**config.mk**
```make
export PLATFORM = sky130hd
export DESIGN_NAME = psram_ctrl
export DESIGN_NICKNAME = d
export VERILOG_FILES = /design/src/rtl/psram_pkg.sv /design/src/rtl/psram_strobe_sampler.sv /design/src/rtl/psram_power_fsm.sv /design/src/rtl/psram_array.sv /design/src/rtl/psram_ctrl.sv
export SDC_FILE = /design/constraint.sdc
export NUM_CORES = 1
export LEC_CHECK = 0
export CAP_MARGIN = 20
export CORE_AREA = 2 2 168 170
export DETAILED_ROUTE_END_ITERATION = 6
export DIE_AREA = 0 0 170 172
export DONT_BUFFER_PORTS = 1
export PLACE_DENSITY_LB_ADDON = 0.05
export SETUP_SLACK_MARGIN = 0.05
export SYNTH_ARGS = -nofsm -noshare
export SYNTH_HDL_FRONTEND = slang
export SYNTH_SLANG_ARGS = --single-unit
```
**constraint.sdc**
```tcl
create_clock -name clk -period 2.3 [get_ports clk]
set_input_delay 0 -clock clk [delete_from_list [all_inputs] [get_ports clk]]
set_output_delay 0 -clock clk [all_outputs]
set_load 0.03 [all_outputs]
```
**src/rtl/psram_pkg.sv**
```systemverilog
package psram_pkg;

    localparam int LANE_W = 8;
    localparam int LANES  = 2;
    localparam int DATA_W = LANE_W * LANES;

    typedef enum logic [1:0] {
        MODE_WAIT = 2'd0,
        MODE_STBY = 2'd1,
        MODE_ACT  = 2'd2,
        MODE_DPD  = 2'd3
    } pmode_e;

    typedef struct packed {
        logic             cs1_n;
        logic             cs2;
        logic             we_n;
        logic             oe_n;
        logic [LANES-1:0] ben_n;   // bit 0 low lane, bit 1 high lane
    } strobe_t;

    localparam strobe_t STROBE_IDLE = '{cs1_n: 1'b1, cs2: 1'b1, we_n: 1'b1,
                                        oe_n: 1'b1, ben_n: {LANES{1'b1}}};

endpackage

```
**src/rtl/psram_strobe_sampler.sv**
```systemverilog
module psram_strobe_sampler
    import psram_pkg::*;
#(
    parameter int ADDR_W = 4
) (
    input  logic              clk,
    input  logic              rst_n,
    input  strobe_t           stb_raw,
    input  logic [ADDR_W-1:0] addr_raw,
    input  logic [DATA_W-1:0] din_raw,
    output strobe_t           stb_q,
    output logic [ADDR_W-1:0] addr_q,
    output logic [DATA_W-1:0] din_q
);

    typedef struct packed {
        strobe_t           stb;
        logic [ADDR_W-1:0] addr;
        logic [DATA_W-1:0] din;
    } samp_t;

    samp_t s_d, s_q;

    always_comb begin
        s_d      = s_q;
        s_d.stb  = stb_raw;
        s_d.addr = addr_raw;
        s_d.din  = din_raw;
    end

    always_ff @(posedge clk or negedge rst_n) begin
        if (!rst_n) begin
            s_q.stb  <= STROBE_IDLE;
            s_q.addr <= '0;
            s_q.din  <= '0;
        end else begin
            s_q <= s_d;
        end
    end

    assign stb_q  = s_q.stb;
    assign addr_q = s_q.addr;
    assign din_q  = s_q.din;

endmodule

```
**src/rtl/psram_power_fsm.sv**
```systemverilog
module psram_power_fsm
    import psram_pkg::*;
#(
    parameter int WAIT_CYCLES = 50000,
    parameter int CNT_W       = $clog2(WAIT_CYCLES + 1)
) (
    input  logic    clk,
    input  logic    rst_n,
    input  strobe_t stb,
    output pmode_e  mode_q,
    output logic    ready
);

    localparam logic [CNT_W-1:0] RELOAD = CNT_W'(WAIT_CYCLES - 1);

    typedef struct packed {
        pmode_e           mode;
        logic [CNT_W-1:0] cnt;
    } pwr_t;

    pwr_t p_d, p_q;
    logic sel;

    always_comb begin
        p_d = p_q;
        sel = !stb.cs1_n && !(&stb.ben_n);
        if (!stb.cs2) begin
            p_d.mode = MODE_DPD;
            p_d.cnt  = '0;
        end else begin
            case (p_q.mode)
                MODE_DPD: begin
                    p_d.mode = MODE_WAIT;
                    p_d.cnt  = RELOAD;
                end
                MODE_WAIT: begin
                    if (p_q.cnt == '0) begin
                        p_d.mode = sel ? MODE_ACT : MODE_STBY;
                    end else begin
                        p_d.cnt = p_q.cnt - 1'b1;
                    end
                end
                default: p_d.mode = sel ? MODE_ACT : MODE_STBY;
            endcase
        end
    end

    always_ff @(posedge clk or negedge rst_n) begin
        if (!rst_n) begin
            p_q.mode <= MODE_WAIT;
            p_q.cnt  <= RELOAD;
        end else begin
            p_q <= p_d;
        end
    end

    assign mode_q = p_q.mode;
    assign ready  = (p_q.mode == MODE_STBY) || (p_q.mode == MODE_ACT);


    dpd_hold_chk: assert property (@(posedge clk) disable iff (!rst_n)
        !stb.cs2 |=> (mode_q == MODE_DPD));


    dpd_exit_chk: assert property (@(posedge clk) disable iff (!rst_n)
        ($past(mode_q) == MODE_DPD && mode_q != MODE_DPD) |-> (mode_q == MODE_WAIT));


    wait_done_chk: assert property (@(posedge clk) disable iff (!rst_n)
        ($past(mode_q) == MODE_WAIT && ready) |-> ($past(p_q.cnt) == '0));

endmodule

```
**src/rtl/psram_array.sv**
```systemverilog
module psram_array
    import psram_pkg::*;
#(
    parameter int DEPTH  = 16,
    parameter int ADDR_W = $clog2(DEPTH)
) (
    input  logic              clk,
    input  logic              rst_n,
    input  logic              clear,
    input  logic              wr_en,
    input  logic [LANES-1:0]  wr_lane,
    input  logic [ADDR_W-1:0] addr,
    input  logic [DATA_W-1:0] wr_data,
    output logic [DATA_W-1:0] rd_data
);

    typedef struct packed {
        logic [DEPTH-1:0][DATA_W-1:0] mem;
        logic [DEPTH-1:0][LANES-1:0]  vld;
    } arr_t;

    arr_t a_d, a_q;

    always_comb begin
        a_d = a_q;
        if (clear) begin
            a_d.vld = '0;
        end else if (wr_en) begin
            for (int l = 0; l < LANES; l++) begin
                if (wr_lane[l]) begin
                    a_d.mem[addr][l*LANE_W +: LANE_W] = wr_data[l*LANE_W +: LANE_W];
                    a_d.vld[addr][l]                  = 1'b1;
                end
            end
        end
    end

    always_ff @(posedge clk or negedge rst_n) begin
        if (!rst_n) begin
            a_q <= '0;
        end else begin
            a_q <= a_d;
        end
    end

    for (genvar g = 0; g < LANES; g++) begin : g_rd_lane
        assign rd_data[g*LANE_W +: LANE_W] =
            a_q.vld[addr][g] ? a_q.mem[addr][g*LANE_W +: LANE_W] : '0;
    end


    cleared_read_chk: assert property (@(posedge clk) disable iff (!rst_n)
        $past(clear) |-> (rd_data == '0));

endmodule

```
**src/rtl/psram_ctrl.sv**
```systemverilog
module psram_ctrl
    import psram_pkg::*;
#(
    parameter int DEPTH   = 16,
    parameter int ADDR_W  = $clog2(DEPTH),
    parameter int CLK_MHZ = 250,
    parameter int WAIT_US = 200
) (
    input  logic              clk,
    input  logic              rst_n,
    input  logic              cs1_n,
    input  logic              cs2,
    input  logic              we_n,
    input  logic              oe_n,
    input  logic              lb_n,
    input  logic              ub_n,
    input  logic [ADDR_W-1:0] addr,
    input  logic [15:0]       dq_in,
    output logic [15:0]       dq_out,
    output logic [1:0]        dq_oe,
    output logic              ready,
    output logic [1:0]        mode,
    output logic              err
);

    localparam int WAIT_CYCLES = CLK_MHZ * WAIT_US;

    strobe_t           stb_raw, stb;
    logic [ADDR_W-1:0] addr_s;
    logic [DATA_W-1:0] din_s, rd_data;
    pmode_e            mode_s;
    logic              rdy_s;

    typedef struct packed {
        logic [DATA_W-1:0] dout;
        logic [LANES-1:0]  oe;
        logic              err;
    } out_t;

    out_t o_d, o_q;
    logic             sel, go, wr_en, rd_en;
    logic [LANES-1:0] lane_on;

    assign stb_raw = '{cs1_n: cs1_n, cs2: cs2, we_n: we_n, oe_n: oe_n, ben_n: {ub_n, lb_n}};

    psram_strobe_sampler #(.ADDR_W(ADDR_W)) u_samp (
        .clk      (clk),
        .rst_n    (rst_n),
        .stb_raw  (stb_raw),
        .addr_raw (addr),
        .din_raw  (dq_in),
        .stb_q    (stb),
        .addr_q   (addr_s),
        .din_q    (din_s)
    );

    psram_power_fsm #(.WAIT_CYCLES(WAIT_CYCLES)) u_pwr (
        .clk    (clk),
        .rst_n  (rst_n),
        .stb    (stb),
        .mode_q (mode_s),
        .ready  (rdy_s)
    );

    psram_array #(.DEPTH(DEPTH), .ADDR_W(ADDR_W)) u_arr (
        .clk     (clk),
        .rst_n   (rst_n),
        .clear   (mode_s == MODE_DPD),
        .wr_en   (wr_en),
        .wr_lane (lane_on),
        .addr    (addr_s),
        .wr_data (din_s),
        .rd_data (rd_data)
    );

    always_comb begin
        o_d     = o_q;
        lane_on = ~stb.ben_n;
        sel     = !stb.cs1_n && (|lane_on);
        go      = rdy_s && stb.cs2 && sel;
        wr_en   = go && !stb.we_n;
        rd_en   = go && stb.we_n && !stb.oe_n;
        o_d.oe  = rd_en ? lane_on : '0;
        for (int l = 0; l < LANES; l++) begin
            o_d.dout[l*LANE_W +: LANE_W] =
                (rd_en && lane_on[l]) ? rd_data[l*LANE_W +: LANE_W] : '0;
        end
        o_d.err = sel && (!rdy_s || !stb.cs2);
    end

    always_ff @(posedge clk or negedge rst_n) begin
        if (!rst_n) begin
            o_q <= '0;
        end else begin
            o_q <= o_d;
        end
    end

    assign dq_out = o_q.dout;
    assign dq_oe  = o_q.oe;
    assign err    = o_q.err;
    assign ready  = rdy_s;
    assign mode   = mode_s;


    write_hiz_chk: assert property (@(posedge clk) disable iff (!rst_n)
        (|dq_oe) |-> $past(stb.we_n));


    low_lane_chk: assert property (@(posedge clk) disable iff (!rst_n)
        dq_oe[0] |-> !$past(stb.ben_n[0]));


    drive_ready_chk: assert property (@(posedge clk) disable iff (!rst_n)
        (|dq_oe) |-> ready);


    err_quiet_chk: assert property (@(posedge clk) disable iff (!rst_n)
        err |-> (dq_oe == '0));

endmodule

```
==> results.json <==
{
  "status": "finished with violations",
  "violations": "hold timing",
  "die_x_um": 170,
  "dp_hpwl_mm": 19.7,
  "drv_cap": 0,
  "finalWirelength_mm": 32.7,
  "skew_ps": 22.9,
  "crit_type": "flop to flop",
  "tightest_slew_ps": 1140,
  "cts.clk_slew.worst_paths_ps": 60,
  "drc_errors": 0,
  "cts_sinks": 351,
  "worst_slack_ps": 105,
  "synth_cells": 1029,
  "die-area_sq_mm": 0.0292,
  "place_ws_ps": 13.3,
  "syn_to_final_growth_pct": 14.7,
  "r2r_cells": 6,
  "diodes": 0,
  "io_pins": 50,
  "cts_max_level": 2,
  "fmax_ghz": 0.456,
  "hold-worst-slack_ps": -821,
  "ir_drop_uv": 624,
  "syn-cell-area_sq_mm": 0.0154,
  "initial_utilization": 0.562,
  "cts_buffer_depth": 3,
  "cp_max_fo": 16,
  "arrival_ps": 2590,
  "synth_seq_area_share": 0.570,
  "layout_commonest_cell": "dfrtp_1",
  "wl_per_cell_um": 22.4,
  "ys_ff_latch": 351,
  "reg2reg_setup_slack_ps": 110,
  "slew_violations": 0,
  "fin_crit_sh": 0.954,
  "start_kind": "flop",
  "cts_tree": "done",
  "power_uw": 13800,
  "min_path_type": "input port to asynchronous set/reset pin",
  "relSlewSlack": 0.240,
  "routabilityCongestion": 0.808,
  "rows": 61,
  "drtIter0Drc": 605,
  "critical_path.max_stage_delay_ps": 410,
  "avgViaCountPerCell": 5.97,
  "period_minus_slack_ps": 2190,
  "port_buffers": 0,
  "numCtsBuffers": 39,
  "finalSetupViolCount": 0,
  "firstDrtPassIters": 4,
  "grt_pass1_wl_mm": 52.2,
  "fin_setup_tns_ps": 0,
  "dr_total_vias": 8707,
  "stdcell_count": 1459,
  "synth-edff-count": 0,
  "cp-end-kind": "flop",
  "timing.rr.end": "u_arr.a_q[209]",
  "cp.required_ps": 2690,
  "hold_viol": 351,
  "ant_nets": 0,
  "grt_max_degree": 352,
  "dp_cells": 1361,
  "grt_pass1_vias": 8951,
  "timing.rr.start": "u_pwr.mode_q[0]",
  "core_sq_mm": 0.0275,
  "rsz0062_at_grt": "true",
  "yosys_most_used_dff": "dfrtp_1",
  "fillers": 2034,
  "syn-num-nets": 1060,
  "cp_slowest_cell": "dfrtp_1",
  "final_layout_size_suffix_gt1_frac": 0.442,
  "die_y_um": 172,
  "synthArstFlopShare": 1.00,
  "grt-ovfl-total": 0,
  "antenna_found_initial": 0,
  "layout_common_cells": "dfrtp_1, mux2_2, mux4_2",
  "globalRouteTotalUtil": 0.234,
  "ys_types": 60,
  "yosys_warnings": 0,
  "fin_nets": 1113,
  "crit_chain": "ha_1 > nor4_2 > and2_1 > buf_12 > nand3_2 > mux2_2",
  "power_density_mw_per_mm2": 777,
  "hold_buffers": 26,
  "synth.avg_cell_area_sq_um": 15.0,
  "ctsRootBufferMaster": "clkbuf_16",
  "p_leak_uw": 0.00823,
  "insertion_delay_ps": 530
}
-- sequential cells by signal, summed over array words and instances (netlist names) --
signal and flops:
dq_oe 2, dq_out 16, err 1, u_arr.a_q 288, u_pwr.mode_q 2, u_pwr.p_q 16, u_samp.addr_q 4, u_samp.din_q 16
u_samp.stb_q 6
-- stage by stage --
stage | instance area, sq um | hold slack, ps | utilization
4_1_cts | 17600 | -832 | 0.641
5_1_grt | 17700 | -834 | 0.644
3_5_place_dp | 16000 | -283 | 0.584
6_report | 17700 | -821 | 0.644
2_1_floorplan | 15400 | -296 | -
3_3_place_gp | 16000 | -284 | 0.584
-- synth_stat cells (3+ instances only) --
cell	instances	area [sq um]
ha_1	3	37.5
mux4_2	65	1460
clkbuf_1	26	97.6
a21oi_1	22	110
a22oi_1	32	240
buf_4	6	45.0
a32o_1	3	30.0
nand4_1	6	37.5
nand2_1	17	63.8
xnor2_1	4	35.0
a22o_1	4	35.0
nand3_1	8	40.0
nor4_1	6	37.5
mux2i_1	8	80.1
nand3_2	16	160
mux2_2	252	2840
a211oi_1	3	22.5
nand3_4	10	175
mux2_1	4	45.0
dfstp_2	15	394
nor3_1	6	30.0
inv_1	41	154
o21ai_0	34	170
dfrtp_1	336	8410
nor4_2	4	50.1
nand2b_1	3	18.8
nor2b_1	10	62.6
and2_1	6	37.5
nor2_1	14	52.6
buf_2	28	140
-- logic make-up (layout without fill, tap and decap cells) --
group	count (synthesis)	after routing	share of synthesized area
AOI/OAI and AO/OA	116	116	0.0492
xor gates and xnor gates	6	6	0.00340
adders and majority gates	3	3	0.00243
buffers and inverters	106	190	0.0310
DFF	351	351	0.570
muxes	330	330	0.288
and+or+nand+nor	117	117	0.0559
-- area by class of cell --
| type | instances | area [sq um] | area share |
|---|---|---|---|
| inverter | 42 | 158 | 0.00890 |
| multi-input combinational | 572 | 6250 | 0.353 |
| tap | 346 | 433 | 0.0244 |
| timing repair buffer | 76 | 736 | 0.0415 |
| sequential | 351 | 8810 | 0.498 |
| clock buffer | 59 | 1180 | 0.0668 |
| clock inverter | 13 | 136 | 0.00770 |
-- power by group --
| part | switching (uW) | internal [uW] |
|---|---|---|
| logic | 403 | 447 |
| registers | 217 | 6430 |
| clock network | 2470 | 3790 |
-- what timing repair did --
item                                    in CTS  in global routing
hold endpoints to repair                   377                351
setup buffers                                0                  0
resized for setup                            1                 14
gates cloned                                 0                  0
endpoints found under the setup margin       5                101
pin swaps                                    0                  1
-- critical path: cells and delay by family, from the launching register on --
kind	cells	cell delay (ps)
multiplexers	1	410
buffers and inverters	1	180
flip-flops	1	410
AND/OR/NAND/NOR	3	820
adder cells (fa/ha/maj)	1	240
-- worst max path at each step --
stage / end / slack (ps) / startpoint / depth (start not counted)
2_1_floorplan: u_arr.a_q[160] / 180 / u_pwr.mode_q[0] / 8
3_3_place_gp: dq_out[0] / 80 / u_samp.stb_q[4] / 8
3_5_place_dp: dq_out[0] / 10 / u_samp.stb_q[4] / 8
4_1_cts: u_arr.a_q[142] / 60 / u_pwr.mode_q[0] / 6
5_1_grt: u_arr.a_q[178] / 2 / u_pwr.mode_q[0] / 6
6_report: u_arr.a_q[209] / 110 / u_pwr.mode_q[0] / 6
-- per-layer routing --
metal	up-vias	wire [um]	GRT usage
met5	-	0	0
met4	0	462	0.0465
met3	40	1130	0.0332
met2	140	14800	0.356
met1	4615	16300	0.366
li1	3912	-	-
Note: power is estimated with default switching activity, not from simulation.
